**src/rtl/irq_pkg.sv**
```systemverilog
package irq_pkg;
  localparam int NLVL = 4;
  typedef logic [1:0] lvl_t;
endpackage

```
**src/rtl/irq_pick.sv**
```systemverilog
module irq_pick
  import irq_pkg::*;
#(
  parameter int NSRC = 9,
  localparam int IW = $clog2(NSRC)
) (
  input  logic [NSRC-1:0] pend,
  input  logic [NSRC-1:0] lvl_hi,
  input  logic [NSRC-1:0] lvl_lo,
  output logic            any,
  output logic [IW-1:0]   win_idx,
  output lvl_t            win_lvl
);
  // Walk from the last index down; ">=" lets a lower index take over an equal level
  always_comb begin
    any     = 1'b0;
    win_idx = '0;
    win_lvl = '0;
    for (int i = NSRC - 1; i >= 0; i--) begin
      if (pend[i] && (!any || ({lvl_hi[i], lvl_lo[i]} >= win_lvl))) begin
        any     = 1'b1;
        win_idx = IW'(i);
        win_lvl = {lvl_hi[i], lvl_lo[i]};
      end
    end
  end
endmodule

```
**src/rtl/irq_nest.sv**
```systemverilog
module irq_nest
  import irq_pkg::*;
(
  input  logic            clk,
  input  logic            rst_n,
  input  logic            push,
  input  lvl_t            push_lvl,
  input  logic            pop,
  output logic [NLVL-1:0] in_svc,
  output lvl_t            cur_lvl,
  output logic            busy
);
  logic [NLVL-1:0] svc_q, svc_d;
  logic            svc_en;

  always_comb begin
    cur_lvl = '0;
    for (int l = 0; l < NLVL; l++)
      if (svc_q[l]) cur_lvl = lvl_t'(l);
  end

  assign busy = |svc_q;

  always_comb begin
    svc_d  = svc_q;
    svc_en = 1'b0;
    if (pop && busy) begin
      svc_d[cur_lvl] = 1'b0;
      svc_en         = 1'b1;
    end else if (push) begin
      svc_d[push_lvl] = 1'b1;
      svc_en          = 1'b1;
    end
  end

  always_ff @(posedge clk or negedge rst_n) begin
    if (!rst_n)      svc_q <= '0;
    else if (svc_en) svc_q <= svc_d;
  end

  assign in_svc = svc_q;

  AST_POP_ONE_LEVEL: assert property (@(posedge clk) disable iff (!rst_n)
    ($past(pop) && ($past(svc_q) != '0)) |-> ($countones(svc_q) == $countones($past(svc_q)) - 1));
  AST_PUSH_ADDS_LEVEL: assert property (@(posedge clk) disable iff (!rst_n)
    ($past(push) && !$past(pop)) |-> svc_q[$past(push_lvl)]);
endmodule

```
**src/rtl/irq_lvl4_ctrl.sv**
```systemverilog
module irq_lvl4_ctrl
  import irq_pkg::*;
#(
  parameter int              NSRC     = 9,
  parameter int              VW       = 8,
  parameter logic [VW-1:0]   VEC_BASE = 8'h03,
  parameter int              VEC_STEP = 8,
  parameter logic [NSRC-1:0] FIX_CLR  = 9'b0_0000_1010,
  parameter logic [NSRC-1:0] TRIG_CLR = 9'b0_0000_0101,
  localparam int             IW       = $clog2(NSRC)
) (
  input  logic            clk,
  input  logic            rst_n,
  input  logic [NSRC-1:0] req_flag,
  input  logic [NSRC-1:0] src_en,
  input  logic            glob_en,
  input  logic [NSRC-1:0] lvl_hi,
  input  logic [NSRC-1:0] lvl_lo,
  input  logic [NSRC-1:0] trig_edge,
  input  logic            reti,
  output logic            ack,
  output logic [VW-1:0]   ack_vec,
  output logic [IW-1:0]   ack_src,
  output logic [NSRC-1:0] flag_clr,
  output logic [NLVL-1:0] in_svc,
  output lvl_t            cur_lvl
);
  // Reset synchronizer: asserts at once, releases on the second clock edge
  logic [1:0] rst_sync;
  logic       rst_int;

  always_ff @(posedge clk or negedge rst_n) begin
    if (!rst_n) rst_sync <= 2'b00;
    else        rst_sync <= {rst_sync[0], 1'b1};
  end
  assign rst_int = rst_sync[1];

  logic [NSRC-1:0] pend;
  logic            any;
  logic [IW-1:0]   win_idx;
  lvl_t            win_lvl;
  logic            busy;
  logic            accept;

  assign pend = req_flag & src_en & {NSRC{glob_en}};

  irq_pick #(.NSRC(NSRC)) u_pick (
    .pend    (pend),
    .lvl_hi  (lvl_hi),
    .lvl_lo  (lvl_lo),
    .any     (any),
    .win_idx (win_idx),
    .win_lvl (win_lvl)
  );

  assign accept = any && !reti && (!busy || (win_lvl > cur_lvl));

  irq_nest u_nest (
    .clk      (clk),
    .rst_n    (rst_int),
    .push     (accept),
    .push_lvl (win_lvl),
    .pop      (reti),
    .in_svc   (in_svc),
    .cur_lvl  (cur_lvl),
    .busy     (busy)
  );

  logic            ack_q;
  logic [VW-1:0]   vec_q, vec_d;
  logic [IW-1:0]   src_q;
  logic [NSRC-1:0] clr_q, clr_d;

  always_comb begin
    vec_d = VEC_BASE + VW'(VEC_STEP * 32'(win_idx));
    for (int i = 0; i < NSRC; i++)
      clr_d[i] = accept && (win_idx == IW'(i)) && (FIX_CLR[i] || (TRIG_CLR[i] && trig_edge[i]));
  end

  always_ff @(posedge clk or negedge rst_int) begin
    if (!rst_int) begin
      ack_q <= 1'b0;
      clr_q <= '0;
    end else begin
      ack_q <= accept;
      clr_q <= clr_d;
    end
  end

  always_ff @(posedge clk or negedge rst_int) begin
    if (!rst_int) begin
      vec_q <= '0;
      src_q <= '0;
    end else if (accept) begin
      vec_q <= vec_d;
      src_q <= win_idx;
    end
  end

  assign ack      = ack_q;
  assign ack_vec  = vec_q;
  assign ack_src  = src_q;
  assign flag_clr = clr_q;

  AST_NO_TAKE_ON_RETURN: assert property (@(posedge clk) disable iff (!rst_int)
    $past(reti) |-> !ack);
  AST_GLOBAL_GATE: assert property (@(posedge clk) disable iff (!rst_int)
    !$past(glob_en) |-> !ack);
  AST_TAKE_RAISES_LEVEL: assert property (@(posedge clk) disable iff (!rst_int)
    ack |-> (($past(in_svc) == '0) || (cur_lvl > $past(cur_lvl))));
  AST_CLR_WITH_TAKE: assert property (@(posedge clk) disable iff (!rst_int)
    (flag_clr != '0) |-> (ack && $onehot(flag_clr) && flag_clr[ack_src]));
endmodule

```
**config.mk**
```make
export PLATFORM = sky130hd
export DESIGN_NAME = irq_lvl4_ctrl
export DESIGN_NICKNAME = d
export VERILOG_FILES = /design/src/rtl/irq_pkg.sv /design/src/rtl/irq_pick.sv /design/src/rtl/irq_nest.sv /design/src/rtl/irq_lvl4_ctrl.sv
export SDC_FILE = /design/constraint.sdc
export NUM_CORES = 1
export LEC_CHECK = 0
export ABC_AREA = 1
export CAP_MARGIN = 40
export CORE_UTILIZATION = 43
export DETAILED_ROUTE_END_ITERATION = 8
export PLACE_DENSITY_LB_ADDON = 0.08
export SYNTH_ARGS = -nofsm -noshare
export SYNTH_HDL_FRONTEND = slang
export SYNTH_HIERARCHICAL = 1
export SYNTH_SLANG_ARGS = --single-unit
```
**constraint.sdc**
```tcl
create_clock -name clk -period 1 [get_ports clk]
set_input_delay 0.25 -clock clk [delete_from_list [all_inputs] [get_ports clk]]
set_output_delay 0.25 -clock clk [all_outputs]
set_load 0.02 [all_outputs]
```
==> out/summary.txt, run 1 <==
Err - [ERROR DPL-0038] Utilization greater than 100%, impossible to legalize
GP Congestion - 0.8839
Failed at - 5_1_grt
Longest Clk Path Bufs - 2
Cells after Synth - 267
pre-CTS setup slack - -8096 ps
Yosys top cell area share - 0.2235
worst setup endpoint GRT - u_nest/in_svc[0]$_DFFE_PN0P_/D
Synth warnings - 6
die height - 66.55 um
ranking of synthesized cells by area - dfrtp_1 (22%), nand2_1 (15%), ha_1 (12%)
clock root cell - clkbuf_8
die outline width - 66.55 um
# rows - 23
fraction of registers with async set or reset after synthesis - 1.000
Post-Syn Area per Cell - 6.711 um2
Top FF cell, synth - dfrtp_1
clock buffer count from CTS - 3
status - did not finish
number of synthesized flops with an enable pin - 0
Port-buffer cells - 62
Netlist cell types - 28
worst endpoint type - register data pin
Synth top cells by count - nand2_1 (70), inv_1 (43), ha_1 (17), nor2_1 (17)
pin count of the biggest net entering global routing - 15
cell with the most instances after synthesis - nand2_1
IO Count - 77
DP HPWL - 3736 um
Sink Count - 16
cell taking the most area after synthesis - dfrtp_1
Max H-tree Level - 1
FF+latch count, synth - 16
Initial Utilization - 0.4479
Synth Cell Area - 1792 um2
sequential fraction of the synthesis area - 0.2235
-- kinds of logic after synthesis --
family                     after synthesis  share of synthesized area
and+or+nand+nor                        152                     0.4427
buffers and inverters                   61                     0.1543
AOI/OAI and AO/OA                       19                    0.05656
adders and majority gates               17                     0.1187
DFF                                     16                     0.2235
other                                    2                   0.004192
-- timing repair --
action	4_1_cts
gates cloned	0
pin swaps	57
hold buffers	0
setup buffers	78
gates resized for setup	182
endpoints found under the setup margin	35
endpoints found under the hold margin	0
-- per-stage QoR --
stage	hold slack, ps	instance area [um2]	instances
4_1_cts	151.4	3865	526
3_3_place_gp	168.9	3057	446
2_1_floorplan	-45.59	1916	273
3_5_place_dp	172.0	3057	446
==> run 2, diff against run 1 <==
- CORE_UTILIZATION: 43 -> 30
- PLACE_DENSITY_LB_ADDON: 0.08 -> 0.15
==> run 2 against run 1 <==
Compared with the run above:
- synthesized cell count did not move
- area after synthesis did not move
- the flow now finishes, with violations (setup timing)
==> out/summary.txt, run 2 <==
crit path time final - 8538 ps
delay of the slowest critical-path stage - 420 ps
pre-CTS setup slack - -7970 ps (was -8096 ps)
area of the multi-input gates - 1605 um2
worst endpoint required time - 1140 ps
ant diodes - 0
GP Congestion - 0.7692 (was 0.8839)
cell taking the most area after synthesis - dfrtp_1 (unchanged)
number of synthesized flops with an enable pin - 0 (unchanged)
Initial Utilization - 0.3176 (was 0.4479)
Reg area - 402.9 um2
initial antenna violation count - 0
Startpoint Class - input port
clock root cell - clkbuf_8 (unchanged)
Core Region - 5642 um2
FF-to-FF Start - u_nest/in_svc[3]
Leakage - 2.366 nW
most common cell after layout, fill and taps aside - buf_4
final non-filler cell total - 583
Top FF cell, synth - dfrtp_1 (unchanged)
FF+latch count, synth - 16 (unchanged)
Netlist cell types - 28 (unchanged)
Yosys top cell area share - 0.2235 (unchanged)
hold_ws - 167.3 ps
DRC violations left - 0
Final Power - 0.006504 W
die height - 79.28 um (was 66.55 um)
crit end category - register
Sink Count - 16 (unchanged)
Worst Setup EP - ack
commonest non-fill, non-tap cells in the layout - buf_4 (168), nand2_1 (41), buf_6 (36)
pwr/cell area - 1457 nW/um2
Pins Over Slew Limit - 0
CP max-delay cell - or3b_4
nets - 578
Avg WL per Cell - 13.46 um
max-cap violation count - 0
vias post-DR - 2,681
setup slack, reg-to-reg - -740 ps
initial drt markers - 60
ANT nets after route - 0
IO Count - 77 (unchanged)
clock latency on the worst-skew pair - 240 ps
Port-buffer cells - 62 (unchanged)
Reg clk slew, reported paths - 60 ps
Post-Syn Area per Cell - 6.711 um2 (unchanged)
Worst EP arrival - 8680 ps
die outline width - 79.28 um (was 66.55 um)
Synth top cells by count - nand2_1 (70), inv_1 (43), ha_1 (17), nor2_1 (17) (unchanged)
placed cells - 476 (was 446)
clock buffer count from CTS - 3 (unchanged)
Synth warnings - 6 (unchanged)
vias in the first global route - 2,550
1st-pass router iterations - 4
Final Skew - 1.330 ps
cell with the most instances after synthesis - nand2_1 (unchanged)
fraction of registers with async set or reset after synthesis - 1.000 (unchanged)
Peak VDD IR - 1324 uV
endpoints failing setup - 30
FMAX - 117.1 MHz
status - complete, but fails checks (was did not finish)
Hold Vio Cnt, Final - 0
hold_buf cts - 0 (unchanged)
CTS tree - yes
GR Util All Layers - 0.2098
critical path type - in -> reg
Setup TNS - -105,850 ps
area delta synth->final - 149.1%
DP HPWL - 3694 um (was 3736 um)
pin count of the biggest net entering global routing - 15
ranking of synthesized cells by area - dfrtp_1 (22%), nand2_1 (15%), ha_1 (12%) (unchanged)
Cells after Synth - 267 (unchanged)
CP dominant cell by count - nand2_2
failing checks - setup timing
Die Area - 6285 um2
Worst setup startpoint - req_flag[8]
Longest Clk Path Bufs - 2 (unchanged)
Synth Cell Area - 1792 um2 (unchanged)
sequential fraction of the synthesis area - 0.2235 (unchanged)
first-pass GRT wire length - 10,600 um
total grt overflow - 0
final worst slack - -7538 ps
period utilisation layout - 8.538
# rows - 27 (was 23)
Via-to-Cell Ratio - 4.599
FILL cells - 388
ratio of cells with drive above 1 in the final layout - 0.6458
HP Class - in -> async
maximum fanout along the worst path - 4
WL final - 7849 um
Max H-tree Level - 1 (unchanged)
worst reg2reg path endpoint - ack
RSZ-0062 raised after global routing - true
worst reg2reg path depth - 13
==> run 2: critical path: cells and delay by family <==
family          cells  cell delay, ps
compound gates      8             690
simple gates       41            4440
buf+inv            13            1110
fa+ha+maj           9            2160
==> run 2: timing repair <==
| item | 4_1_cts | 5_1_grt |
|---|---|---|
| setup buffers | 84 | 25 |
| pin swaps | 57 | 58 |
| endpoints found under the setup margin | 35 | 35 |
| gates resized for setup | 186 | 60 |
==> run 2: logic make-up after synthesis <==
family / share of synthesized area
other cells: 0.004192
buf+inv: 0.1543
fa+ha+maj: 0.1187
compound gates: 0.05656
simple gates: 0.4427
flops: 0.2235
==> run 2: final cells by class <==
class                   count  area share
clock buffers               4     0.01234
multi-input cells         196      0.3597
well taps                  72     0.02019
repair buffers            246      0.4724
inverters                  49     0.04514
flip-flops and latches     16     0.09027
==> run 2: power breakdown <==
group	switching [W]	leakage, nW	total (W)	internal (W)
combinational	0.00228	2.13	0.00496	0.00268
sequential	0.000175	0.203	0.000995	0.000820
clock	0.000201	0.0288	0.000550	0.000349
==> run 2: per-stage QoR <==
stage | util | area (um2)
after global placement | 0.5573 | 3144
after CTS | 0.7137 | 4026
after global routing | 0.7911 | 4463
after detailed placement | 0.5573 | 3144
final | 0.7911 | 4463
after floorplan | - | 1916
==> run 2: how the worst min path moves through the flow <==
stage	start	end	slack, ps	cells past startpoint
5_1_grt	rst_n	rst_sync[1]	170	1
3_3_place_gp	rst_sync[1]	ack	170	1
4_1_cts	rst_n	rst_sync[0]	160	1
3_5_place_dp	rst_sync[1]	ack	170	1
2_1_floorplan	rst_n	rst_sync[0]	-50	0
6_report	rst_n	rst_sync[1]	170	1
==> run 2: routing by layer <==
| layer | vias to the layer above | track usage | share of wire |
|---|---|---|---|
| met5 | - | 0 | 0 |
| met4 | 0 | 0.07455 | 0.049 |
| met3 | 36 | 0.01149 | 0.033 |
| met2 | 98 | 0.4172 | 0.54 |
| met1 | 1242 | 0.2303 | 0.38 |
| li1 | 1305 | - | - |
No activity file was read; power rests on OpenSTA's default activity.
==> run 3, diff against run 2 <==
==> constraint.sdc (replaced) <==
create_clock -name clk -period 1 [get_ports clk]
set_input_delay 0.25 -clock clk [delete_from_list [all_inputs] [get_ports clk]]
set_output_delay 0.25 -clock clk [all_outputs]
set_load 0.01 [all_outputs]
==> run 3 against run 2 <==
Compared with the run above:
- the run still ends with setup timing left
- total power decreased by 10%
- sequential share of layout area increased by 0.64 points
- count of clock-buffer cells in the layout unchanged
- non-clock buffer count decreased by 25
- sequential power decreased by 6.1%
- first-iteration DRC count decreased by 15%
- cell count decreased by 4.3%
- clock power increased by 2%
- global-route usage increased by 0.36 points
- register-to-register slack improved by 50 ps
- worst hold slack got worse by 3.3 ps
- fmax increased by 2.3%
- largest cell class unchanged
==> out/summary.txt, run 3 (synthesized netlist as in run 2, its figures left out) <==
Core Region - 5642 um2 (unchanged)
crit path time final - 8344 ps (was 8538 ps)
Leakage - 2.212 nW (was 2.366 nW)
period utilisation layout - 8.344 (was 8.538)
Switching Share - 0.3962 (was 0.4089)
CTS tree - yes (unchanged)
Port-buffer cells - 62 (unchanged)
FMAX - 119.9 MHz (was 117.1 MHz)
failing checks - setup timing (unchanged)
Final Skew - 0.4981 ps (was 1.330 ps)
WL final - 7496 um (was 7849 um)
combinational cell fraction of total power - 0.743 (was 0.763)
area delta synth->final - 131.1% (was 149.1%)
clock root cell - clkbuf_8 (unchanged)
Max H-tree Level - 1 (unchanged)
initial drt markers - 51 (was 60)
Initial Utilization - 0.3176 (unchanged)
# rows - 27 (unchanged)
RSZ-0062 raised after global routing - true (unchanged)
Reg area - 400.4 um2 (was 402.9 um2)
GP Congestion - 0.7763 (was 0.7692)
worst endpoint required time - 1130 ps (was 1140 ps)
FILL cells - 403 (was 388)
Final Power - 0.005831 W (was 0.006504 W)
GR Util All Layers - 0.2135 (was 0.2098)
total grt overflow - 0 (unchanged)
nets - 553 (was 578)
pwr/cell area - 1408 nW/um2 (was 1457 nW/um2)
ANT nets after route - 0 (unchanged)
Switch Pwr - 0.002310 W (was 0.002659 W)
pin count of the biggest net entering global routing - 15 (unchanged)
vias in the first global route - 2,495 (was 2,550)
Worst EP arrival - 8470 ps (was 8680 ps)
most common cell after layout, fill and taps aside - buf_4 (unchanged)
endpoints failing setup - 30 (unchanged)
first-pass GRT wire length - 10,550 um (was 10,600 um)
Int Pwr - 0.003521 W (was 0.003845 W)
commonest non-fill, non-tap cells in the layout - buf_4 (148), nand2_1 (46), clkdlybuf4s50_1 (34) (was buf_4 (168), nand2_1 (41), buf_6 (36))
die height - 79.28 um (unchanged)
Via-to-Cell Ratio - 4.593 (was 4.599)
die outline width - 79.28 um (unchanged)
initial antenna violation count - 0 (unchanged)
clock latency on the worst-skew pair - 250 ps (was 240 ps)
Avg WL per Cell - 13.43 um (was 13.46 um)
vias post-DR - 2,563 (was 2,681)
DRC violations left - 0 (unchanged)
sequential power share - 0.160 (was 0.153)
area of the multi-input gates - 1570 um2 (was 1605 um2)
ant diodes - 0 (unchanged)
CP dominant cell by count - nand2_2 (unchanged)
utilization after layout - 0.7339 (was 0.7911)
DP HPWL - 3941 um (was 3694 um)
max-cap violation count - 0 (unchanged)
CP max-delay cell - clkdlybuf4s50_1 (was or3b_4)
Hold Vio Cnt, Final - 0 (unchanged)
Die Area - 6285 um2 (unchanged)
Peak VDD IR - 1420 uV (was 1324 uV)
final worst slack - -7344 ps (was -7538 ps)
IO Count - 77 (unchanged)
Sink Count - 16 (unchanged)
critical path type - in -> reg (unchanged)
maximum fanout along the worst path - 4 (unchanged)
1st-pass router iterations - 4 (unchanged)
Startpoint Class - input port (unchanged)
delay of the slowest critical-path stage - 480 ps (was 420 ps)
status - complete, but fails checks (unchanged)
clock buffer count from CTS - 3 (unchanged)
crit end category - register (unchanged)
Clk network pwr share - 0.097 (was 0.085)
Longest Clk Path Bufs - 2 (unchanged)
ratio of cells with drive above 1 in the final layout - 0.6193 (was 0.6458)
HP Class - in -> async (unchanged)
Reg clk slew, reported paths - 60 ps (about the same)
Pins Over Slew Limit - 0 (unchanged)
## run 3: cell count changes in the layout (fill, tap and decap cells not counted), sizes merged
cell and delta:
buf -25
## run 3: area by class of cell
cell class,count,area share
Timing Repair Buffer,221,0.4397
Multi-Input combinational cell,196,0.3793
Sequential cell,16,0.09671
Inverter,49,0.04926
Tap cell,72,0.02176
Clock buffer,4,0.01330
## run 3: layer usage
layer / part of all wire / vias up / global-route usage
li1: - / 1254 / -
met2: 0.53 / 97 / 0.4216
met3: 0.042 / 37 / 0.01149
met5: 0 / - / 0
met4: 0.052 / 0 / 0.09636
met1: 0.38 / 1175 / 0.2289
## run 3: through the flow
step | setup slack (ps) | instances | hold slack (ps) | instance area [um2] | TNS [ps]
2_1_floorplan | -7088 | 273 | -45.59 | 1913 | -96660
3_3_place_gp | -7920 | 474 | 171.5 | 3127 | -113770
3_5_place_dp | -8107 | 474 | 177.1 | 3127 | -116430
4_1_cts | -7177 | 546 | 154.5 | 3811 | -101400
5_1_grt | -7847 | 558 | 173.0 | 4140 | -110690
6_report | -7344 | 558 | 164.0 | 4140 | -103560
## run 3: worst max-delay path, delay by kind of cell
| family | cells | cell delay, ps |
|---|---|---|
| simple gates | 41 | 4590 |
| fa+ha+maj | 8 | 1880 |
| compound gates | 8 | 860 |
| buf+inv | 7 | 850 |
## run 3: path summary, 6_finish.rpt
kind	end	slack (ps)	cells after the start	from
worst max-delay path	u_nest/in_svc[2]	-7340	64	req_flag[7]
worst min-delay path	rst_sync[1]	160	1	rst_n
worst max register to register	u_nest/in_svc[2]	-690	14	u_nest/in_svc[3]
worst min register to register	ack	170	1	rst_sync[1]
max in group asynchronous	ack_src[1]	660	1	rst_sync[1]
min in group clk	rst_sync[1]	360	0	rst_sync[0]
## run 3: what timing repair did
item | 4_1_cts | 5_1_grt
setup endpoints to repair | 35 | 35
gates resized for setup | 152 | 51
pin swaps | 54 | 57
setup buffers | 70 | 15
hold buffers | 0 | 0
## run 3: power groups by stage
stage	sequential [W]	combinational, W	clock (W)
2_1_floorplan	0.00103	0.00154	0
3_3_place_gp	0.000932	0.00322	0
3_5_place_dp	0.000945	0.00331	0
4_1_cts	0.000932	0.00401	0.000577
5_1_grt	0.000949	0.00471	0.000607
6_report	0.000934	0.00433	0.000563
==> run 4, diff against run 3 <==
- clock period: 1 -> 8.4 ns (I/O delays scaled with it)
==> run 4 against run 3 <==
Compared with the run above:
- the run still ends with setup timing left
- worst hold slack improved by 55 ps
- clock skew barely moved
- setup slack improved by 5700 ps
- sequential share of layout area rose by 0.46 points
- critical path type unchanged
- critical endpoint unchanged
- largest cell class unchanged
==> out/summary.txt, run 4 (synthesized netlist as in run 2, its figures left out) <==
die outline width - 79.28 um (unchanged)
total grt overflow - 0 (unchanged)
final worst slack - -1646 ps (was -7344 ps)
ant diodes - 0 (unchanged)
hold_buf cts - 0 (unchanged)
FILL cells - 421 (was 403)
Longest Clk Path Bufs - 2 (unchanged)
Initial Utilization - 0.3176 (unchanged)
CP dominant cell by count - nand2_2 (unchanged)
critical path type - in -> reg (unchanged)
hold_ws - 218.8 ps (was 164.0 ps)
IO Count - 77 (unchanged)
initial antenna violation count - 0 (unchanged)
commonest non-fill, non-tap cells in the layout - buf_4 (132), clkdlybuf4s50_1 (55), nand2_1 (41) (was buf_4 (148), nand2_1 (46), clkdlybuf4s50_1 (34))
GP Congestion - 0.7952 (was 0.7763)
vias in the first global route - 2,317 (was 2,495)
Slew Limit Headroom - 0.6456
sequential power share - 0.193 (was 0.160)
CP max-delay cell - or3b_4 (was clkdlybuf4s50_1)
crit-path leading delay family - simple AND/OR/NAND/NOR gates (unchanged)
ANT nets after route - 0 (unchanged)
delay of the slowest critical-path stage - 390 ps (was 480 ps)
clock root cell - clkbuf_8 (unchanged)
pre-CTS setup slack - -2563 ps (was -8107 ps)
DP HPWL - 3692 um (was 3941 um)
die height - 79.28 um (unchanged)
Setup TNS - -21,850 ps (was -103,560 ps)
endpoints failing setup - 14 (was 30)
worst reg2reg path endpoint - u_nest/in_svc[2] (unchanged)
pwr/cell area - 152.3 nW/um2 (was 1408 nW/um2)
Switching Share - 0.3964 (was 0.3962)
worst path buffer plus inverter count - 10 (was 7)
CTS tree - yes (unchanged)
nets - 530 (was 553)
max-cap violation count - 0 (unchanged)
FMAX - 99.54 MHz
Max H-tree Level - 1 (unchanged)
HP Class - reg -> async (was in -> async)
Hold Vio Cnt, Final - 0 (unchanged)
RSZ-0062 raised after global routing - true (unchanged)
crit path time final - 10,050 ps
Slew @ Worst Pin - 531.6 ps
Avg WL per Cell - 11.67 um (was 13.43 um)
Sink Count - 16 (unchanged)
setup slack, reg-to-reg - 6610 ps (was -690 ps)
vias post-DR - 2,375 (was 2,563)
status - complete, but fails checks (unchanged)
period utilisation layout - 1.196
DRC violations left - 0 (unchanged)
crit end category - register (unchanged)
Via-to-Cell Ratio - 4.439 (was 4.593)
finished layout cell area - 3954 um2 (was 4140 um2)
1st-pass router iterations - 4 (unchanged)
area delta synth->final - 120.7% (was 131.1%)
worst endpoint required time - 8530 ps (was 1130 ps)
Core Region - 5642 um2 (unchanged)
# rows - 27 (unchanged)
clock buffer count from CTS - 3 (unchanged)
Startpoint Class - input port (unchanged)
first-pass GRT wire length - 9591 um (was 10,550 um)
Port-buffer cells - 62 (unchanged)
Int Pwr - 0.0003634 W (was 0.003521 W)
failing checks - setup timing (unchanged)
Pins Over Slew Limit - 0 (unchanged)
Clk network pwr share - 0.111 (was 0.097)
Final Skew - 0.4264 ps (was 0.4981 ps)
Reg clk slew, reported paths - 60 ps (about the same)
Die Area - 6285 um2 (unchanged)
most common cell after layout, fill and taps aside - buf_4 (unchanged)
Worst EP arrival - 10,180 ps (was 8470 ps)
initial drt markers - 40 (was 51)
GR Util All Layers - 0.1900 (was 0.2135)
pin count of the biggest net entering global routing - 15 (unchanged)
combinational cell fraction of total power - 0.696 (was 0.743)
Switch Pwr - 0.0002387 W (was 0.002310 W)
clock latency on the worst-skew pair - 250 ps (about the same)
FF-to-FF Start - u_nest/in_svc[1] (was u_nest/in_svc[3])
worst reg2reg path depth - 13 (was 14)
Peak VDD IR - 117.9 uV (was 1420 uV)
maximum fanout along the worst path - 4 (unchanged)
Leakage - 2.020 nW (was 2.212 nW)
ratio of cells with drive above 1 in the final layout - 0.5572 (was 0.6193)
DP Area - 2969 um2 (was 3127 um2)
WL final - 6246 um (was 7496 um)
## run 4: cell types whose count changed in the layout (fill, tap and decap cells not counted), sizes merged
cell and delta:
buf -44, clkdlybuf4s50 +21, clkdlybuf4s15 -1, dlygate4sd2 +1
## run 4: worst max-delay path by stage
stage                      startpoint                to  cells after the start
final                       src_en[8]  u_nest/in_svc[2]                     73
after global placement    req_flag[8]  u_nest/in_svc[2]                     71
after global routing        src_en[8]  u_nest/in_svc[2]                     75
after CTS                     glob_en  u_nest/in_svc[2]                     73
after detailed placement  req_flag[8]  u_nest/in_svc[2]                     72
after floorplan           req_flag[8]  u_nest/in_svc[2]                     71
## run 4: per-stage QoR
stage | power (W) | util | std cells
floorplan | 0.0003063 | - | 273
global placement | 0.0004514 | 0.5263 | 453
detailed placement | 0.0004561 | 0.5263 | 453
CTS | 0.0005722 | 0.6534 | 525
global route | 0.0006484 | 0.7008 | 535
finish | 0.0006020 | 0.7008 | 535
## run 4: power by group through the flow
stage	Combinational (W)	Clock, W	Sequential (W)
4_1_cts	0.000387	0.0000682	0.000117
2_1_floorplan	0.000183	0	0.000123
3_3_place_gp	0.000334	0	0.000117
3_5_place_dp	0.000339	0	0.000118
5_1_grt	0.000458	0.0000709	0.000119
6_report	0.000419	0.0000666	0.000116
## run 4: timing repair
| item | CTS | global route |
|---|---|---|
| setup buffers | 71 | 11 |
| endpoints found under the setup margin | 14 | 14 |
| pin swaps | 58 | 54 |
| resized for setup | 53 | 38 |
## run 4: worst reg2reg max path: cells and delay by family, from the launching register on
kind | cells | cell delay, ps
DFF | 1 | 410
adders and majority gates | 1 | 180
AOI/OAI and AO/OA | 2 | 410
buffers and inverters | 4 | 300
and+or+nand+nor | 6 | 380
## run 4: cell type report
type	instances	area, um2	area share
clock buffer	4	55.05	0.01392
sequential	16	400.4	0.1013
tap	72	90.09	0.02278
multi-input combinational	196	1544	0.3905
inverter	49	201.4	0.05095
timing repair buffer	198	1663	0.4206
## run 4: layer usage
layer  vias up  track usage  wire (um)
met4         0      0.07273        113
met1      1104       0.2145       2576
met5         -            0          0
li1       1207            -          -
met2        57       0.3629       3386
met3         7      0.01724        170
